**src/rtl/i2c_rx_pkg.sv**
```systemverilog
package i2c_rx_pkg;
   typedef enum logic [1:0] {
      ST_IDLE = 2'd0,
      ST_RX   = 2'd1,
      ST_ACK  = 2'd2
   } eng_state_t;
endpackage

```
**src/rtl/i2c_rx_baud.sv**
```systemverilog
module i2c_rx_baud #(
   parameter int BRG_W = 7
) (
   input  logic             clk,
   input  logic             rst_n,
   input  logic             load,
   input  logic             en,
   input  logic [BRG_W-1:0] reload,
   output logic             tick
);
   logic [BRG_W-1:0] cnt_q;

   assign tick = en && (cnt_q == '0);

   always_ff @(posedge clk or negedge rst_n) begin
      if (!rst_n)          cnt_q <= '0;
      else if (load)       cnt_q <= reload;
      else if (tick)       cnt_q <= reload;
      else if (en)         cnt_q <= cnt_q - 1'b1;
   end
endmodule

```
**src/rtl/i2c_rx_shift.sv**
```systemverilog
module i2c_rx_shift #(
   parameter int DATA_W    = 8,
   parameter bit MSB_FIRST = 1'b1
) (
   input  logic              clk,
   input  logic              rst_n,
   input  logic              clr,
   input  logic              sample_en,
   input  logic              bit_in,
   output logic [DATA_W-1:0] data
);
   logic [DATA_W-1:0] sr_q;
   logic [DATA_W-1:0] sr_next;

   generate
      if (MSB_FIRST) begin : g_msb
         assign sr_next = {sr_q[DATA_W-2:0], bit_in};
      end else begin : g_lsb
         assign sr_next = {bit_in, sr_q[DATA_W-1:1]};
      end
   endgenerate

   always_ff @(posedge clk or negedge rst_n) begin
      if (!rst_n)         sr_q <= '0;
      else if (clr)       sr_q <= '0;
      else if (sample_en) sr_q <= sr_next;
   end

   assign data = sr_q;
endmodule

```
**src/rtl/i2c_rx_engine.sv**
```systemverilog
module i2c_rx_engine
   import i2c_rx_pkg::*;
#(
   parameter int DATA_W    = 8,
   parameter int BRG_W     = 7,
   parameter bit MSB_FIRST = 1'b1
) (
   input  logic              clk,
   input  logic              rst_n,
   input  logic [BRG_W-1:0]  brg_reload,
   input  logic              rx_req,
   input  logic              ack_req,
   input  logic              ack_level,
   input  logic              buf_rd,
   input  logic              buf_wr,
   input  logic [DATA_W-1:0] buf_wdata,
   input  logic              ov_clr,
   input  logic              wcol_clr,
   input  logic              irq_clr,
   input  logic              scl_in,
   input  logic              sda_in,
   output logic              scl_drive_low,
   output logic              sda_drive_low,
   output logic              rx_busy,
   output logic              ack_busy,
   output logic [DATA_W-1:0] rx_buf,
   output logic              buf_full,
   output logic              overflow,
   output logic              wcol,
   output logic              irq
);
   localparam int TOG_RX = 2 * DATA_W;
   localparam int TOG_W  = $clog2(TOG_RX + 1);

   generate
      if (DATA_W < 2) begin : g_bad_data_w
         $error("i2c_rx_engine: DATA_W must be at least 2");
      end
      if (BRG_W < 1) begin : g_bad_brg_w
         $error("i2c_rx_engine: BRG_W must be at least 1");
      end
   endgenerate

   eng_state_t        state_q;
   logic              scl_high_q;
   logic [TOG_W-1:0]  tog_q;
   logic [DATA_W-1:0] buf_q;
   logic              full_q, ovf_q, wcol_q, irq_q, ack_lvl_q;
   logic [DATA_W-1:0] shift_data;

   logic is_idle, start_rx, start_ack, running, stretched, tick;
   logic rise, fall, byte_done, ack_done;

   assign is_idle   = (state_q == ST_IDLE);
   assign start_rx  = is_idle && rx_req;
   assign start_ack = is_idle && ack_req && !rx_req;
   assign running   = !is_idle;
   assign stretched = scl_high_q && !scl_in;

   i2c_rx_baud #(.BRG_W(BRG_W)) u_baud (
      .clk    (clk),
      .rst_n  (rst_n),
      .load   (start_rx || start_ack),
      .en     (running && !stretched),
      .reload (brg_reload),
      .tick   (tick)
   );

   assign rise      = tick && !scl_high_q;
   assign fall      = tick && scl_high_q;
   assign byte_done = (state_q == ST_RX) && fall && (tog_q == TOG_W'(TOG_RX - 1));
   assign ack_done  = (state_q == ST_ACK) && fall;

   i2c_rx_shift #(.DATA_W(DATA_W), .MSB_FIRST(MSB_FIRST)) u_shift (
      .clk       (clk),
      .rst_n     (rst_n),
      .clr       (start_rx),
      .sample_en ((state_q == ST_RX) && rise),
      .bit_in    (sda_in),
      .data      (shift_data)
   );

   always_ff @(posedge clk or negedge rst_n) begin
      if (!rst_n) begin
         state_q    <= ST_IDLE;
         scl_high_q <= 1'b0;
         tog_q      <= '0;
         ack_lvl_q  <= 1'b1;
      end else begin
         if (tick) scl_high_q <= !scl_high_q;
         case (state_q)
            ST_IDLE: begin
               tog_q <= '0;
               if (start_rx) begin
                  state_q <= ST_RX;
               end else if (start_ack) begin
                  state_q   <= ST_ACK;
                  ack_lvl_q <= ack_level;
               end
            end
            ST_RX: begin
               if (tick) tog_q <= tog_q + 1'b1;
               if (byte_done) state_q <= ST_IDLE;
            end
            ST_ACK: begin
               if (ack_done) state_q <= ST_IDLE;
            end
            default: state_q <= ST_IDLE;
         endcase
      end
   end

   always_ff @(posedge clk or negedge rst_n) begin
      if (!rst_n) begin
         buf_q  <= '0;
         full_q <= 1'b0;
         ovf_q  <= 1'b0;
         wcol_q <= 1'b0;
         irq_q  <= 1'b0;
      end else begin
         if (byte_done && !full_q)  buf_q <= shift_data;
         else if (buf_wr && is_idle) buf_q <= buf_wdata;

         if (byte_done)   full_q <= 1'b1;
         else if (buf_rd) full_q <= 1'b0;

         if (byte_done && full_q) ovf_q <= 1'b1;
         else if (ov_clr)         ovf_q <= 1'b0;

         if (buf_wr && (state_q == ST_RX)) wcol_q <= 1'b1;
         else if (wcol_clr)                wcol_q <= 1'b0;

         if (byte_done || ack_done) irq_q <= 1'b1;
         else if (irq_clr)          irq_q <= 1'b0;
      end
   end

   assign scl_drive_low = !scl_high_q;
   assign sda_drive_low = (state_q == ST_ACK) && !ack_lvl_q;
   assign rx_busy       = (state_q == ST_RX);
   assign ack_busy      = (state_q == ST_ACK);
   assign rx_buf        = buf_q;
   assign buf_full      = full_q;
   assign overflow      = ovf_q;
   assign wcol          = wcol_q;
   assign irq           = irq_q;
endmodule

```
**config.mk**
```make
export PLATFORM = sky130hd
export DESIGN_NAME = i2c_rx_engine
export DESIGN_NICKNAME = d
export VERILOG_FILES = /design/src/rtl/i2c_rx_pkg.sv /design/src/rtl/i2c_rx_baud.sv /design/src/rtl/i2c_rx_shift.sv /design/src/rtl/i2c_rx_engine.sv
export SDC_FILE = /design/constraint.sdc
export NUM_CORES = 1
export LEC_CHECK = 0
export ABC_AREA = 1
export CAP_MARGIN = 10
export CORE_ASPECT_RATIO = 0.8
export CORE_MARGIN = 3
export CORE_UTILIZATION = 54
export CTS_CLUSTER_SIZE = 16
export DETAILED_ROUTE_END_ITERATION = 16
export PLACE_DENSITY = 0.89
export REMOVE_ABC_BUFFERS = 1
export SETUP_SLACK_MARGIN = 0.3
export SLEW_MARGIN = 30
export SYNTH_ARGS = -nofsm -noshare
export SYNTH_HDL_FRONTEND = slang
export SYNTH_HIERARCHICAL = 1
export SYNTH_SLANG_ARGS = --single-unit
```
**constraint.sdc**
```tcl
create_clock -name clk -period 3.3 [get_ports clk]
set_input_delay 0.66 -clock clk [delete_from_list [all_inputs] [get_ports clk]]
set_output_delay 0.66 -clock clk [all_outputs]
set_load 0.02 [all_outputs]
```
Word-level counts from Yosys, hierarchy flattened --
Cells that the tools add are included.
Cells by class: reductions and logical operators 39, $add $sub $neg 2, bitwise operators 1, muxes and demuxes 22, equality and inequality tests 7
Operators with widths (number):
- 2-to-1 mux 8 bit | 4
- 2-to-1 mux 7 bit | 3
- logical AND 1 bit | 17
- nonzero test 2 bit | 7
- case mux 5 bit (2 select lines) | 1
- 2-to-1 mux 1 bit | 8
- 2-to-1 mux 2 bit | 4
- zero test 1 bit | 7
- zero test 7 bit | 1
- subtractor 7 x 1 -> 7 bit, second input constant | 1
- inequality test 2 x 1 -> 1 bit, second input constant | 3
- case mux 2 bit (3 select lines) | 1
- AND reduction 3 bit | 2
- adder 5 x 1 -> 5 bit, second input constant | 1
- == test 5 x 4 -> 1 bit, second input constant | 1
- 2-to-1 mux 5 bit | 1
- inequality test 3 x 1 -> 1 bit, second input constant | 1
- nonzero test 3 bit | 1
- == test 2 x 1 -> 1 bit, second input constant | 1
- == test 2 bit, second input constant | 1
- zero test 2 bit | 1
- logical OR 1 bit | 2
- AND reduction 2 bit | 1
- NOT 1 bit | 1
Storage, ports and cells: logic and storage cells 82, output and inout bits 16, input bits 27, register bits after elaboration 36

Logic depth before layout (Yosys ltp) --
depth after elaboration 10, gate-level depth with buffers 13

Hierarchy --
The synthesis kept the hierarchy.
By module, submodules not included:
- i2c_rx_engine | instances 1, sequential area each 526.8 um^2, cells an instance 146, area each 1143.6 um^2
- i2c_rx_baud | instances 1, sequential area each 175.2 um^2, cells an instance 84, area each 530.5 um^2
- i2c_rx_shift | instances 1, sequential area each 200.2 um^2, cells an instance 35, area each 335.3 um^2

Least setup slack after synthesis --
Ideal clock, no wire load.
path type register to register, from register u_baud.cnt_q[0], to register buf_q[0], in the netlist rx_buf[0], setup time 0.117 ns, data arrival time 1.899 ns, setup slack 1.284 ns, required time 3.183 ns, stages on the path, launching flop included 13, cell sequence dfrtp_1 inv_1 ha_1 inv_2 nor2_2 nand3_2 nor2_1 nand2_2 nor2_8 nand3_4 buf_6 nand3_1 nand2_1
On the way: cells in the longest elaborated chain, start to end 7, elaborated cells between the ends (all ways) 8, those cells by class mux: 1; reduce/logical: 7
Ends and longest elaborated chain:
- start, declared | line i2c_rx_baud.sv:11 | logic [BRG_W-1:0] cnt_q;
- start signal, assigned | line i2c_rx_baud.sv:17 | else if (load) cnt_q <= reload;
- start signal, assigned | line i2c_rx_baud.sv:18 | else if (tick) cnt_q <= reload;
- start signal, assigned | line i2c_rx_baud.sv:19 | else if (en) cnt_q <= cnt_q - 1'b1;
- zero test 7 bit * | line i2c_rx_baud.sv:13 | assign tick = en && (cnt_q == '0);
- logical AND 1 bit * | line i2c_rx_baud.sv:13
- named net tick | line i2c_rx_engine.sv:51 | logic is_idle, start_rx, start_ack, running, stretched, tick;
- logical AND 1 bit * | line i2c_rx_engine.sv:70 | assign fall = tick && scl_high_q;
- logical AND 1 bit * (2 in series) | line i2c_rx_engine.sv:71 | assign byte_done = (state_q == ST_RX) && fall && (tog_q == TOG_W'(TOG_RX - 1));
- logical AND 1 bit * | line i2c_rx_engine.sv:121 | if (byte_done && !full_q) buf_q <= shift_data;
- 2-to-1 mux 8 bit or nonzero test 2 bit (tied branches)
- end signal, assigned | line i2c_rx_engine.sv:121
- end signal, assigned | line i2c_rx_engine.sv:122 | else if (buf_wr && is_idle) buf_q <= buf_wdata;
- end, declared | line i2c_rx_engine.sv:47 | logic [DATA_W-1:0] buf_q;
The timed path passes the listed nets; every way through them passes the cells marked *. A chain may end at the register's enable or synchronous reset.

Final worst setup path --
from register state_q[1], to output rx_busy
On the way: cells in the longest elaborated chain, start to end 1
Ends and longest elaborated chain:
- start, declared | line i2c_rx_engine.sv:44 | eng_state_t state_q;
- start signal, assigned | line i2c_rx_engine.sv:85 | state_q <= ST_IDLE;
- start signal, assigned | line i2c_rx_engine.sv:95 | state_q <= ST_RX;
- start signal, assigned | line i2c_rx_engine.sv:97 | state_q <= ST_ACK;
- == test 2 x 1 -> 1 bit | line i2c_rx_engine.sv:140 | assign rx_busy = (state_q == ST_RX);
- end, declared | line i2c_rx_engine.sv:24 | output logic rx_busy,
No other way between the ends.

==> results.md <==
- The worst-case vdd ir drop is approximately 0.48 mV.
- The minimum period implied by the final worst setup slack is 2.456 ns.
- The post-route non-filler standard cell count is 354.
- For this run, the total global-route usage over all layers was measured as 0.2206.
- The largest area contributor in the synthesized netlist is sky130_fd_sc_hd__dfrtp_1.
- The largest net degree at the start of global routing is 37.
- The combined flip-flop and latch cell area is 902.1 um^2.
- After legalization and detailed placement, the total HPWL measured around 3200 um.
- The share of total power dissipated in the clock network is 0.173.
- The number of antenna violations at the first check in global routing is 0.
- The worst setup path is of the reg -> out kind.
- For this run, the register share of the synthesized area comes to 0.4489.
- The area used by multi-input combinational logic is roughly 900 um^2.
- The initial core utilization is 0.5750.
- Synthesis inferred 36 register bits.
- Clock tree synthesis selected as its root buffer the cell sky130_fd_sc_hd__clkbuf_8.
- In this run the most used layer during global routing was met1.
- The count of clock tree sinks is 36.
- Of the total power, registers draw 0.341.
- Max-cap violations in this run came to 0.
- The total inserted antenna cells is 0.
- Of the total power, combinational logic draws 0.486.
- The clock input transition at the sequential cells of the worst setup and hold paths is 0.07 ns.
- Yosys instantiated no cell more often than sky130_fd_sc_hd__nand2_1.
- For met3 alone, demand over resource in global routing was 0.05298.
- The buffer count from post-CTS setup fixing is 0.
- The TritonCTS clock tree is yes.
- Setup repair after global routing left no endpoint under its margin.
- The first detailed-routing pass took 4 iterations.
- The hold violation count in the final report is 0.
- The number of pins exceeding their max-slew limit in the final report is 0.
- The count of nets left with antenna violations after detail routing is 0.
- The die is around 74 um wide.
- The ratio of total power to cell area is slightly below 800 nW/um^2.
- The fraction of final layout cells sized beyond drive strength 1 is 0.08013.
- The y dimension of the die is 60.56 um.
- For this run, global-route usage on met2 was measured as 0.3169.
- STA classifies the critical path startpoint as a flip-flop.
- The design internal power is ~1.1 mW.
- The number of global-route vias before repair was about 1.6k.
- In this run the static leakage power is 1.340 nW.
- In this run, post-CTS repair resized a total of 0 instances.
- The required time at the worst-slack endpoint is around 2.6 ns.
- For this block, the initial DRC count from the detailed router was around 130.
- After detailed routing, the number of vias per cell comes to between 5 and 6.
- The hold buffer count at CTS is 0.
- The mapped cell area is about 2000 um^2.
- Relative to the synthesized area, the layout overhead comes to 27.77%.
- STA classifies the critical path endpoint as an output pin.
- The share of synthesized flip-flops with an asynchronous set or reset is 1.000.
- The maximum level of the CTS H-tree is 2.
- The maximum clock frequency is slightly above 400 MHz.
- The net switching power is roughly 0.83 mW.
- The accumulated negative setup slack is 0 ns.
- The critical path's slowest cell is sky130_fd_sc_hd__clkdlybuf4s50_1.
- Of the total power, the share spent switching nets is 0.4223.
- Walking the worst path, the cells encountered are nor2_4 -> clkdlybuf4s50_1.
- The DRC violation count after routing is 0.
- The final-layout fill cell count is 276.
- The routed layout has between 1.5k and 2k vias.
- For this run, the number of Yosys warnings is 6.
- The maximum fanout along the worst path is 16.
- The share of the synthesized area in the top cell type is 0.4359.
- The clock reaches the later pin of the worst-skew pair after approximately 0.29 ns.
- Dividing the final minimum period by the clock period gives 0.7442.
- The number of enable-type register cells in the synthesized netlist is 0.
- The port buffer count is 42.
- The maximum clock insertion buffer count is 2.
- Yosys mapped the design onto 30 distinct sky130hd cell types.
- The type of the worst min-delay path is reg -> reg.
- Data arrives at the worst endpoint at roughly 1.8 ns.
- The total I/O pin count is 43.
- Grouping stages by cell kind, the critical path spends the most delay in buffers and inverters.
- Dividing the detail-routed wire length by the instance count gives ~13 um.
- The largest single stage delay on the critical path is 0.69 ns.
- Row generation in the floorplan step produced 19 rows.
- After global routing the overflow that remains totals 0.
- By area the synthesized netlist is led by sky130_fd_sc_hd__dfrtp_1, sky130_fd_sc_hd__nand2_1, sky130_fd_sc_hd__nand3_1.
- The measured slew at the worst slew-check pin is around 0.46 ns.
- The total detailed-routing wirelength is around 4500 um.
- The max-slew headroom at the worst pin is 0.6933.
- The routability congestion estimate is between 0.8 and 0.9.
- Once placement completed, the tool counted placed cells totaling 346.
- The die area is approximately 4500 um^2.
- The global-route wire length before repair is between 7000 and 8000 um.
- The run finished with clean final reports.
- In this run the mean area of a mapped cell was 7.583 um^2.
- The core region is between 3000 and 4000 um^2.
- Ranked by instance count, the synthesized netlist is headed by sky130_fd_sc_hd__nand2_1, sky130_fd_sc_hd__inv_1, sky130_fd_sc_hd__nand3_1.
- For this run, global-route usage on met1 was measured as 0.3189.
- The commonest register cell after synthesis is sky130_fd_sc_hd__dfrtp_1.
- Synthesis handed over a netlist of 265 instances.
- Together, buffers and inverters on the worst path number 1.
- The net total in the final layout is 341.
- Setup violations remaining at the end of the flow were counted as 0.
- In this run, CTS created clock tree buffers numbering 5.
- The final clock skew is 0.002003 ns.
## logic make-up after synthesis
family / Yosys count / share of synthesized area
simple gates: 160 / 0.3767
compound gates: 14 / 0.03798
xor+xnor: 3 / 0.01308
mux: 1 / 0.004982
fa+ha+maj: 3 / 0.01868
buf+inv: 48 / 0.09962
flops: 36 / 0.4489
## stage by stage
step,setup WS (ns),total power [mW],util,hold slack (ns),instance area (um^2)
detailed placement,0.7393,1.614,0.7061,0.4676,2467
global placement,0.8345,1.595,0.7061,0.4575,2467
global route,0.7162,2.128,0.7347,0.5012,2567
floorplan,1.134,1.282,-,0.3644,1964
finish,0.8441,1.973,0.7347,0.4809,2567
CTS,0.8487,1.973,0.7347,0.4843,2567
## power groups by stage
| stage | clock network (mW) | registers [mW] | logic (mW) |
|---|---|---|---|
| final | 0.342 | 0.673 | 0.959 |
| after detailed placement | 0 | 0.676 | 0.938 |
| after floorplan | 0 | 0.721 | 0.561 |
| after global routing | 0.367 | 0.686 | 1.07 |
| after CTS | 0.346 | 0.673 | 0.954 |
| after global placement | 0 | 0.674 | 0.921 |
## cell type report
type / instances / area share
multi-input cells: 181 / 0.3533
repair buffers: 46 / 0.1754
clock buffers: 8 / 0.03899
inverters: 41 / 0.06043
flip-flops and latches: 36 / 0.3514
well taps: 42 / 0.02047
## cell usage in the layout (no fill, tap or decap), types with 2 or more instances in the layout
| master | netlist | routed |
|---|---|---|
| sky130_fd_sc_hd__nand2_1 | 88 | 88 |
| sky130_fd_sc_hd__buf_4 | 0 | 4 |
| sky130_fd_sc_hd__clkbuf_8 | 0 | 7 |
| sky130_fd_sc_hd__o22ai_1 | 2 | 2 |
| sky130_fd_sc_hd__o21ai_0 | 4 | 4 |
| sky130_fd_sc_hd__clkdlybuf4s50_1 | 0 | 42 |
| sky130_fd_sc_hd__o21ai_1 | 2 | 2 |
| sky130_fd_sc_hd__nor2_1 | 15 | 15 |
| sky130_fd_sc_hd__inv_1 | 38 | 38 |
| sky130_fd_sc_hd__a21oi_1 | 5 | 5 |
| sky130_fd_sc_hd__nor2_8 | 2 | 2 |
| sky130_fd_sc_hd__nand4_1 | 10 | 10 |
| sky130_fd_sc_hd__nor2_2 | 2 | 2 |
| sky130_fd_sc_hd__inv_2 | 2 | 2 |
| sky130_fd_sc_hd__nand3_1 | 36 | 36 |
| sky130_fd_sc_hd__dfrtp_1 | 35 | 35 |
| sky130_fd_sc_hd__ha_1 | 3 | 3 |
| sky130_fd_sc_hd__xor2_1 | 2 | 2 |
| sky130_fd_sc_hd__nand2_4 | 2 | 2 |
## final timing paths
kind | startpoint | end | slack (ns) | cells after the start
worst max-delay path | state_q[1]$_DFFE_PN0P_ | rx_busy | 0.84 | 2
worst min-delay path | u_shift/data[7]$_DFFE_PN0P_ | u_shift/data[7]$_DFFE_PN0P_ | 0.48 | 2
worst max register to register | u_baud/cnt_q[0]$_DFFE_PN0P_ | rx_buf[3]$_DFFE_PN0P_ | 0.96 | 11
worst min register to register | u_shift/data[7]$_DFFE_PN0P_ | u_shift/data[7]$_DFFE_PN0P_ | 0.48 | 2
max in group asynchronous | rst_n | ack_lvl_q$_DFFE_PN1P_ | 2.17 | 2
min in group asynchronous | rst_n | wcol$_DFFE_PN0P_ | 0.79 | 2
## per-layer routing
| metal | routed length, um | part of all wire | vias up |
|---|---|---|---|
| met2 | 1958 | 0.44 | 59 |
| met4 | 72 | 0.016 | 0 |
| met5 | 0 | 0 | - |
| li1 | - | - | 927 |
| met3 | 305 | 0.068 | 6 |
| met1 | 2126 | 0.48 | 853 |
## state kept, by name (all words and copies together), names as in the netlist
name	flops
u_baud/cnt_q	7
overflow	1
ack_lvl_q	1
irq	1
scl_high_q	1
rx_buf	8
tog_q	5
u_shift/data	8
buf_full	1
wcol	1
state_q	2
## tightest hold or removal path: cells and delay by family, from the launching register on
kind / cells / cell delay, ns
flip-flops: 1 / 0.35
AND/OR/NAND/NOR: 2 / 0.10
No activity file was read; power rests on OpenSTA's default activity.
